`config.mk`:
```
export PLATFORM = sky130hd
export DESIGN_NAME = radix_walker
export DESIGN_NICKNAME = d
export VERILOG_FILES = /design/src/rtl/radix_walk_pkg.sv /design/src/rtl/radix_addr_gen.sv /design/src/rtl/radix_entry_check.sv /design/src/rtl/radix_walker.sv
export SDC_FILE = /design/constraint.sdc
export NUM_CORES = 1
export LEC_CHECK = 0
export BUFFER_PORTS_ARGS = -buffer_cell sky130_fd_sc_hd__buf_4
export CAP_MARGIN = 10
export CELL_PAD_IN_SITES_DETAIL_PLACEMENT = 1
export CELL_PAD_IN_SITES_GLOBAL_PLACEMENT = 1
export CORE_MARGIN = 8
export CORE_UTILIZATION = 36
export CTS_CLUSTER_DIAMETER = 40
export DETAILED_ROUTE_END_ITERATION = 10
export MAX_ROUTING_LAYER = met4
export PLACE_DENSITY_LB_ADDON = 0.1
export SLEW_MARGIN = 20
export SYNTH_ARGS = -nofsm -noshare
export SYNTH_HDL_FRONTEND = slang
export SYNTH_SLANG_ARGS = --single-unit
export TNS_END_PERCENT = 1
```
`constraint.sdc`:
```
create_clock -name clk -period 7.4 [get_ports clk]
set_clock_uncertainty 0.05 [all_clocks]
set_input_delay 0.37 -clock clk [delete_from_list [all_inputs] [get_ports clk]]
set_output_delay 0.37 -clock clk [all_outputs]
set_load 0.01 [all_outputs]
```
`src/rtl/radix_walk_pkg.sv`:
```
package radix_walk_pkg;

  typedef enum logic [2:0] {
    E_NONE    = 3'd0,
    E_INVALID = 3'd1,
    E_BADTREE = 3'd2,
    E_SEGMENT = 3'd3,
    E_PERM    = 3'd4,
    E_RC      = 3'd5
  } walk_err_e;

  typedef enum logic [2:0] {
    S_IDLE, S_PRT_REQ, S_PRT_WAIT, S_SEG, S_LK_REQ, S_LK_WAIT, S_FIN
  } walk_state_e;

  localparam int MASK_W = 44;

  // thermometer mask: the low n bits are set
  function automatic logic [MASK_W-1:0] thermo(input logic [5:0] n);
    logic [MASK_W-1:0] m;
    for (int i = 0; i < MASK_W; i++) m[i] = (32'(i) < {26'd0, n});
    return m;
  endfunction

endpackage

```
`src/rtl/radix_addr_gen.sv`:
```
module radix_addr_gen
  import radix_walk_pkg::*;
(
  input  logic [63:0] pt_base,
  input  logic [31:0] eff_pid,
  input  logic [63:0] va,
  input  logic [63:0] pgbase,
  input  logic [4:0]  idx_bits,
  input  logic [5:0]  shift,
  input  logic [63:0] leaf,
  output logic [63:0] prt_addr,
  output logic [63:0] lvl_addr,
  output logic [63:0] real_addr
);
  logic [MASK_W-1:0] pm_full, km_full, fm;
  logic [23:0] pm;
  logic [15:0] km, idx16;
  logic [51:0] va_sh;

  always_comb begin
    pm_full  = thermo({1'b0, pt_base[4:0]});
    pm       = pm_full[23:0];
    prt_addr = {8'd0, pt_base[55:36],
                (pt_base[35:12] & ~pm) | (eff_pid[31:8] & pm),
                eff_pid[7:0], 4'd0};

    km_full  = thermo({1'b0, idx_bits});
    km       = km_full[15:0];
    va_sh    = va[63:12] >> shift;
    idx16    = va_sh[15:0];
    lvl_addr = {8'd0, pgbase[55:19], (pgbase[18:3] & ~km) | (idx16 & km), 3'd0};

    fm        = thermo(shift);
    real_addr = {8'd0, (leaf[55:12] & ~fm) | (va[55:12] & fm), leaf[11:0]};
  end
endmodule

```
`src/rtl/radix_entry_check.sv`:
```
module radix_entry_check
  import radix_walk_pkg::*;
#(
  parameter int MIN_BITS = 5,
  parameter int MAX_BITS = 16
) (
  input  logic [63:0] entry,
  input  logic [6:0]  limit,
  input  logic [63:0] va,
  input  logic [5:0]  tree_size,
  input  logic        is_store,
  input  logic        is_fetch,
  input  logic        is_priv,
  output logic        size_ok,
  output logic        seg_ok,
  output logic        perm_ok,
  output logic        rc_ok
);
  localparam logic [4:0] MIN_L = 5'(MIN_BITS);
  localparam logic [4:0] MAX_L = 5'(MAX_BITS);

  logic [4:0] sz;
  logic [MASK_W-1:0] tm;

  always_comb begin
    sz      = entry[4:0];
    size_ok = (sz >= MIN_L) && (sz <= MAX_L) && ({2'b00, sz} <= limit);

    tm     = thermo(tree_size);
    seg_ok = (va[63] == va[62]) && ((va[61:31] & ~tm[30:0]) == 31'd0);

    perm_ok = 1'b0;
    if (is_priv || !entry[3]) begin
      if (is_fetch) perm_ok = entry[0] & ~entry[5];
      else          perm_ok = entry[1] | (entry[2] & ~is_store);
    end
    rc_ok = entry[8] & (entry[7] | ~is_store);
  end
endmodule

```
`src/rtl/radix_walker.sv`:
```
module radix_walker
  import radix_walk_pkg::*;
#(
  parameter int SEG_ADJ  = 19,
  parameter int MIN_BITS = 5,
  parameter int MAX_BITS = 16
) (
  input  logic        clk,
  input  logic        rst_n,
  input  logic        req_valid,
  input  logic [63:0] req_addr,
  input  logic        req_store,
  input  logic        req_fetch,
  input  logic        req_priv,
  input  logic [63:0] pt_base,
  input  logic [31:0] proc_id,
  output logic        busy,
  output logic        mem_req,
  output logic [63:0] mem_addr,
  input  logic        mem_rvalid,
  input  logic [63:0] mem_rdata,
  output logic        done,
  output logic [2:0]  err_code,
  output logic [63:0] real_addr,
  output logic [63:0] leaf_pte
);
  localparam logic [6:0] ADJ7 = 7'(SEG_ADJ);
  localparam logic [5:0] ADJ6 = 6'(SEG_ADJ);

  // reset: asserted asynchronously, released on the clock
  logic [1:0] rsync_q;
  logic       rst_i_n;
  always_ff @(posedge clk or negedge rst_n) begin
    if (!rst_n) rsync_q <= 2'b00;
    else        rsync_q <= {rsync_q[0], 1'b1};
  end
  assign rst_i_n = rsync_q[1];

  walk_state_e state_q, state_d;
  walk_err_e   err_q, err_d;
  logic [63:0] va_q, va_d, pgbase_q, pgbase_d, real_q, real_d, leaf_q, leaf_d;
  logic [5:0]  shift_q, shift_d;
  logic [4:0]  mbits_q, mbits_d;
  logic        st_q, st_d, fe_q, fe_d, pv_q, pv_d;

  logic [63:0] prt_addr, lvl_addr, leaf_real, chk_entry;
  logic [31:0] eff_pid;
  logic [6:0]  chk_limit;
  logic        size_ok, seg_ok, perm_ok, rc_ok;

  assign eff_pid   = va_q[63] ? 32'd0 : proc_id;
  assign chk_entry = (state_q == S_SEG) ? {59'd0, mbits_q} : mem_rdata;
  assign chk_limit = (state_q == S_SEG) ? ({1'b0, shift_q} + ADJ7) : {1'b0, shift_q};

  radix_addr_gen u_addr (
    .pt_base(pt_base), .eff_pid(eff_pid), .va(va_q), .pgbase(pgbase_q),
    .idx_bits(mbits_q), .shift(shift_q), .leaf(mem_rdata),
    .prt_addr(prt_addr), .lvl_addr(lvl_addr), .real_addr(leaf_real)
  );

  radix_entry_check #(.MIN_BITS(MIN_BITS), .MAX_BITS(MAX_BITS)) u_chk (
    .entry(chk_entry), .limit(chk_limit), .va(va_q), .tree_size(shift_q),
    .is_store(st_q), .is_fetch(fe_q), .is_priv(pv_q),
    .size_ok(size_ok), .seg_ok(seg_ok), .perm_ok(perm_ok), .rc_ok(rc_ok)
  );

  always_comb begin
    state_d = state_q; err_d = err_q; va_d = va_q; pgbase_d = pgbase_q;
    real_d = real_q; leaf_d = leaf_q; shift_d = shift_q; mbits_d = mbits_q;
    st_d = st_q; fe_d = fe_q; pv_d = pv_q;
    case (state_q)
      S_IDLE: if (req_valid) begin
        va_d = req_addr; st_d = req_store; fe_d = req_fetch; pv_d = req_priv;
        err_d = E_NONE; real_d = 64'd0; state_d = S_PRT_REQ;
      end
      S_PRT_REQ: state_d = S_PRT_WAIT;
      S_PRT_WAIT: if (mem_rvalid) begin
        shift_d  = {1'b0, mem_rdata[62:61], mem_rdata[7:5]};
        mbits_d  = mem_rdata[4:0];
        pgbase_d = {8'd0, mem_rdata[55:8], 8'd0};
        state_d  = S_SEG;
      end
      S_SEG: begin
        if (!seg_ok) begin
          err_d = E_SEGMENT; state_d = S_FIN;
        end else if (!size_ok) begin
          err_d = E_BADTREE; state_d = S_FIN;
        end else begin
          shift_d = shift_q + ADJ6 - {1'b0, mbits_q};
          state_d = S_LK_REQ;
        end
      end
      S_LK_REQ: state_d = S_LK_WAIT;
      S_LK_WAIT: if (mem_rvalid) begin
        leaf_d = mem_rdata;
        if (!mem_rdata[63]) begin
          err_d = E_INVALID; state_d = S_FIN;
        end else if (mem_rdata[62]) begin
          if (!perm_ok)    err_d = E_PERM;
          else if (!rc_ok) err_d = E_RC;
          else begin
            err_d = E_NONE; real_d = leaf_real;
          end
          state_d = S_FIN;
        end else if (!size_ok) begin
          err_d = E_BADTREE; state_d = S_FIN;
        end else begin
          shift_d  = shift_q - {1'b0, mem_rdata[4:0]};
          mbits_d  = mem_rdata[4:0];
          pgbase_d = {8'd0, mem_rdata[55:8], 8'd0};
          state_d  = S_LK_REQ;
        end
      end
      default: state_d = S_IDLE;
    endcase
  end

  always_ff @(posedge clk or negedge rst_i_n) begin
    if (!rst_i_n) begin
      state_q <= S_IDLE; err_q <= E_NONE; va_q <= '0; pgbase_q <= '0;
      real_q <= '0; leaf_q <= '0; shift_q <= '0; mbits_q <= '0;
      st_q <= 1'b0; fe_q <= 1'b0; pv_q <= 1'b0;
    end else begin
      state_q <= state_d; err_q <= err_d; va_q <= va_d; pgbase_q <= pgbase_d;
      real_q <= real_d; leaf_q <= leaf_d; shift_q <= shift_d; mbits_q <= mbits_d;
      st_q <= st_d; fe_q <= fe_d; pv_q <= pv_d;
    end
  end

  assign busy      = (state_q != S_IDLE);
  assign mem_req   = (state_q == S_PRT_REQ) || (state_q == S_LK_REQ);
  assign mem_addr  = (state_q == S_PRT_REQ) ? prt_addr : lvl_addr;
  assign done      = (state_q == S_FIN);
  assign err_code  = err_q;
  assign real_addr = real_q;
  assign leaf_pte  = leaf_q;


  req_pulse_chk: assert property (@(posedge clk) disable iff (!rst_i_n)
    mem_req |=> !mem_req);

  done_pulse_chk: assert property (@(posedge clk) disable iff (!rst_i_n)
    done |=> !done);

  idle_hold_chk: assert property (@(posedge clk) disable iff (!rst_i_n)
    (state_q != S_IDLE) |=> $stable(va_q));

  leaf_ok_chk: assert property (@(posedge clk) disable iff (!rst_i_n)
    (done && err_q == E_NONE) |-> (leaf_q[63] && leaf_q[62]));

  inval_chk: assert property (@(posedge clk) disable iff (!rst_i_n)
    (done && err_q == E_INVALID) |-> !leaf_q[63]);

  shift_mono_chk: assert property (@(posedge clk) disable iff (!rst_i_n)
    (state_q == S_LK_WAIT && mem_rvalid && mem_rdata[63] && !mem_rdata[62])
      |=> (shift_q <= $past(shift_q)));
endmodule

```
Word level (Yosys, flattened, before mapping)
Index checks and enable logic that the tools add are counted.
Storage, ports and cells
  register bits: 270
  input port bits: 231
  output and inout bits: 198
  word-level logic and storage cells: 213
Operators by class
  add/subtract/negate cells: 4
  magnitude comparators: 87
  eq/ne operators: 18
  shift-type cells: 1
  mux-type cells: 50
  bitwise gates (word level): 21
  reduce and logical (&&, ||, !) cells: 20
Operators with widths (number)
  $mux W64: 6
  $mux W56: 6
  $pmux W64 S2: 1
  $pmux W56 S2: 1
  $lt A5 B6 Y1 const A: 16
  $and A44 B44 Y44: 2
  $lt A4 B5 Y1 const A: 16
  $lt A6 B6 Y1 const A: 12
  $shr A52 B6 Y16: 1
  $and A24 B24 Y24: 2
  $lt A4 B6 Y1 const A: 8
  $not A44 Y44: 1
  $or A44 B44 Y44: 1
  $mux W6: 7
  $lt A3 B5 Y1 const A: 8
  $lt A5 B5 Y1 const A: 8
  $mux W3: 11
  $and A16 B16 Y16: 2
  $mux W32: 1
  $and A31 B31 Y31: 1
  $logic_not A31 Y1: 1
  $not A31 Y31: 1
  $mux W5: 5
  $lt A3 B6 Y1 const A: 4
  other kinds (41): 79

Depth between registers and ports, before layout
  depth in word-level cells: 11
  depth in mapped cells: 17
  gate-level depth less buffers: 12

By module
From an unflattened synthesis, not the netlist that was laid out.
Second synthesis, totals
  cells, all modules: 1767
  area, all modules: 17927.2 um2
By module, submodules not included
  radix_walker: instances 1, cells each 1031, area an instance 12239.2 um2, seq. area each 6556.3 um2
  radix_addr_gen: instances 1, cells each 643, area an instance 5074.9 um2, seq. area each 0.0 um2
  radix_entry_check: instances 1, cells each 93, area an instance 613.1 um2, seq. area each 0.0 um2

Least setup slack after synthesis
OpenSTA, ideal clock, no wires.
  path type: flip-flop to flip-flop
  from: register shift_q[0]
  to: register shift_q[3]
  setup time: 0.125 ns
  arrival: 3.843 ns
  required time: 7.225 ns
  slack: 3.382 ns
  stages on the path, launching flop included: 17
  path buffers: 4
  clock period less this slack: 4.018 ns
  path through: dfrtp_1 -> buf_4 -> buf_2 -> buf_2 -> inv_1 -> ha_1 -> o21ai_0 -> xnor2_1 -> ha_1 -> a211o_1 -> a2111oi_0 -> a31oi_1 -> a32oi_1 -> o211ai_2 -> buf_4 -> o21ai_4 -> mux2_4
On the way
  word-level cells in the longest chain between the ends: 7
  elaborated cells on any way between the ends: 53
  classes of those cells: add/sub (4); order compare (32); eq/ne (3); mux (8); bitwise (2); reduce/logical (4)
RTL lines
  start, declared: RTL line radix_walker.sv:42  | logic [5:0] shift_q, shift_d;
  start signal, assigned: RTL line radix_walker.sv:125  | real_q <= real_d; leaf_q <= leaf_d; shift_q <= shift_d; mbits_q <= mbits_d;
  parallel branches: the longest is 7 deep, another holds $add A6 B5 Y7
Several ways; the timed one is not identified. The select of a mux whose other input is x is not followed.
A chain may end at the register's enable or synchronous reset.

Final worst setup path
  from: register state_q[0]
  to: register shift_q[3]
On the way
  word-level cells in the longest chain between the ends: 7
  elaborated cells on any way between the ends: 20
  classes of those cells: order compare (3); eq/ne (10); mux (3); reduce/logical (4)
RTL lines
  start, declared: RTL line radix_walker.sv:39  | walk_state_e state_q, state_d;
  start signal, assigned: RTL line radix_walker.sv:124  | state_q <= state_d; err_q <= err_d; va_q <= va_d; pgbase_q <= pgbase_d;
  $eq A3 B2 Y1: RTL line radix_walker.sv:52, radix_walker.sv:53, radix_walker.sv:71
  $mux W9: RTL line radix_walker.sv:52  | assign chk_entry = (state_q == S_SEG) ? {59'd0, mbits_q} : mem_rdata;
  $ge A5 B3 Y1 or $le A5 B5 Y1 (tied branches): RTL line radix_entry_check.sv:27  | size_ok = (sz >= MIN_L) && (sz <= MAX_L) && ({2'b00, sz} <= limit);
  $logic_and A1 B1 Y1 (2 in series): RTL line radix_entry_check.sv:27
  $ne A2 B2 Y1 (no line)
  $reduce_and A8 Y1 (no line)
Several ways; a longest one is shown, not always the timed one.

==> flow_metrics.py <==
metrics = {
    "status": {
        "outcome": "finished clean",
    },
    "timing": {
        "setup_viol": 0,
        "tns_ps": 0,
        "min_period_over_period_pct": 64.7,
        "slew_viol_final": 0,
        "rsz0062_at_grt": "false",
        "hold_viol_final": 0,
        "max_slew_margin_pct": 30.3,
        "period_minus_slack_ps": 4790,
        "max_slew.worst_pin.slew_ps": 1050,
        "fmax_mhz": 209,
        "hold_ws_ps": 24.4,
    },
    "clock_tree": {
        "cts_tree": "built",
        "cts_resized": 0,
        "cts_root_buffer": "clkbuf_16",
        "cts.sinks": 242,
        "htree_levels": 2,
        "cts-buffers-inserted": 47,
        "clock_latency_ps": 570,
        "clk_path_buf_depth": 3,
        "clk_pin_slew_ps": 50,
    },
    "pwr": {
        "ir_drop_mv": 0.265,
        "intPower_uw": 5930,
        "power_frac_comb_pct": 55.6,
        "switchingPower_uw": 4720,
        "seq_power_share_pct": 24.6,
        "clkPwrFrac_pct": 19.7,
        "swShare_pct": 44.3,
        "p_total_uw": 10700,
        "leakage_uw": 0.00954,
        "power_density_nw_per_um2": 511,
    },
    "min_path": {
        "hold_path.class": "input port to flop",
        "hold_start": "mem_rdata[25]",
        "min_to": "leaf_pte[25]$_DFFE_PN0P_",
        "hold_depth": 2,
    },
    "synth": {
        "netlist.area_leader.share_pct": 39.8,
        "synth_xor_area_share_pct": 0.748,
        "ys.warnings.count": 0,
        "ys_types": 73,
        "ys_async_sr_fraction_pct": 100,
        "synth_fa_ha_area_share_pct": 1.99,
        "synth_compound_area_share_pct": 14.5,
        "synth.avg_cell_area_sq_um": 9.99,
        "synth_top_family_by_area": "multiplexers",
        "syn_area_sq_um": 15200,
        "synth_flop_cell": "dfrtp_1",
        "synth_seq_cells": 242,
        "synth_largest_area_cell": "dfrtp_1",
        "muxShareOfSynthArea_pct": 25.4,
        "synth_edf_count": 0,
        "synth_seq_area_share_pct": 39.8,
        "syn-instance-count": 1524,
        "yosys-top-cells-area": "dfrtp_1 40%, mux2_2 13%, mux4_2 7.2%",
        "synthSimpleGateAreaFrac_pct": 12.4,
    },
    "floorplan": {
        "io_pins": 429,
        "initial_core_util_pct": 36.4,
        "dieArea_sq_um": 49100,
        "die_h_um": 222,
        "die_w_um": 222,
        "core-area_sq_um": 41900,
        "num_rows": 75,
    },
    "drt": {
        "wire_per_inst_um": 25.9,
        "first_pass_iters": 6,
        "drtAntennaViolNets": 0,
        "drc": 0,
        "drtIter0Drc": 923,
        "avgViaCountPerCell": 5.58,
        "vias": 14000,
        "routed_wl_mm": 65.1,
    },
    "cells_and_area": {
        "final_nets": 2195,
        "fin_cells": 2516,
        "syn_to_final_growth_pct": 36.7,
        "final_util_pct": 49.8,
        "drive_above_1_share_pct": 37.1,
    },
    "global_route": {
        "grt_pass1_vias": 15300,
        "antenna_found_initial": 1,
        "grt_max_degree": 123,
        "grt_first_pass_wirelength_mm": 98.4,
        "gr-total-overflow": 0,
        "track_usage_pct": 26.7,
    },
    "worst_setup_path": {
        "r2r_start": "state_q[0]$_DFFE_PN0P_",
        "crit_type": "flop to flop",
        "crit_path_end_kind": "flop",
        "rr_endpoint": "shift_q[3]$_DFFE_PN0P_",
        "arrival_ps": 5180,
        "reg2reg_slack_ps": 2610,
        "required_ps": 7790,
        "crit_fanout": 30,
        "worst_setup_path_start_kind": "flop",
        "ff2ff_path_depth": 13,
    },
    "placement": {
        "io_buffers": 382,
        "gp_congestion": 0.931,
        "placedCellCount": 2346,
        "hpwl_mm": 47.6,
    },
    "run": {
        "max_cap_viol_count": 0,
    },
}
state kept, by name, summed over array words and instances, names as in the netlist:
name,flops
rsync_q,2
fe_q,1
err_code,3
state_q,3
shift_q,6
pgbase_q,48
real_addr,56
pv_q,1
va_q,52
st_q,1
mbits_q,5
leaf_pte,64
worst max-delay path, stage by stage (launching register included):
cell	delay, ps
dfrtp_1	610
and3b_1	810
o21ai_0	250
or2_2	340
xnor2_1	150
ha_1	240
a211o_1	310
a2111oi_0	380
a31oi_1	160
a32oi_1	410
o211ai_4	110
buf_4	280
o21ai_4	210
mux2_4	330
synth_stat cells, types with 20 or more instances:
cell	number
a21oi_1	74
buf_1	20
buf_2	35
buf_4	24
clkbuf_1	59
dfrtp_1	242
ha_1	21
inv_1	37
mux2_2	170
mux2i_1	83
mux4_2	49
nand2_1	250
nor2_1	62
o21ai_0	89
o31ai_1	54
cell type report:
| type | count | area (sq um) |
|---|---|---|
| clock inverters | 28 | 297 |
| clock buffers | 56 | 1260 |
| multi-input cells | 1123 | 8490 |
| repair buffers | 488 | 3890 |
| inverters | 39 | 146 |
| flip-flops and latches | 242 | 6070 |
| fillers | 4656 | 21000 |
| diodes | 1 | 2.50 |
| well taps | 539 | 674 |
cells in the final DEF (no fill, tap or decap), types with 11 or more instances in the layout:
master / instances
buf_4: 402
nand2_1: 247
dfrtp_1: 238
mux2_2: 170
o21ai_0: 89
dlygate4sd3_1: 85
mux2i_1: 83
a21oi_1: 74
nor2_1: 62
o31ai_1: 54
mux4_2: 49
clkbuf_16: 47
inv_1: 37
ha_1: 21
conb_1: 20
a31oi_1: 19
o22ai_1: 18
nor3b_1: 14
nor3_1: 12
xnor2_1: 11
nor2b_1: 11
nand3_1: 11
a211oi_1: 11
worst max path at each step:
stage	start	end	slack (ps)	depth (start not counted)
global placement	state_q[0]$_DFFE_PN0P_	shift_q[3]$_DFFE_PN0P_	2720	13
detailed placement	state_q[0]$_DFFE_PN0P_	shift_q[3]$_DFFE_PN0P_	2650	13
floorplan	rsync_q[1]$_DFF_PN0_	err_code[0]$_DFFE_PN0P_	110	0
CTS	state_q[0]$_DFFE_PN0P_	shift_q[3]$_DFFE_PN0P_	2640	13
finish	state_q[0]$_DFFE_PN0P_	shift_q[3]$_DFFE_PN0P_	2610	13
global route	state_q[0]$_DFFE_PN0P_	shift_q[3]$_DFFE_PN0P_	2190	13
cell families after synthesis:
kind of cell | Yosys count
AND/OR/NAND/NOR | 420
AO/OA/AOI/OAI | 344
multiplexers | 303
flip-flops | 242
buffers and inverters | 177
adder cells (fa/ha/maj) | 23
XOR/XNOR | 13
other | 2
per-stage QoR:
step | area (sq um) | setup WS (ps)
2_1_floorplan | 15300 | 107
3_3_place_gp | 18400 | 2720
3_5_place_dp | 18400 | 2650
4_1_cts | 20800 | 2640
5_1_grt | 20800 | 2190
6_report | 20800 | 2610
what timing repair did:
| item | 4_1_cts | 5_1_grt |
|---|---|---|
| hold endpoints to repair | 101 | 0 |
| buffers inserted | 0 | 0 |
| hold buffers | 85 | 0 |
power by group through the flow:
stage | logic (uW) | clock network, uW | registers, uW
floorplan | 3720 | 0 | 2360
global placement | 5800 | 0 | 2590
detailed placement | 5870 | 0 | 2630
CTS | 5940 | 2140 | 2610
global route | 6360 | 2200 | 2720
finish | 5920 | 2100 | 2620
layer usage:
layer,vias to the layer above,track usage [%],share of wire (%)
li1,6354,-,-
met1,7185,32.1,42
met2,402,45.1,51
met3,105,4.47,4.7
met4,0,9.41,3.3
met5,-,-,0
Power figures use the tool's default switching activity.
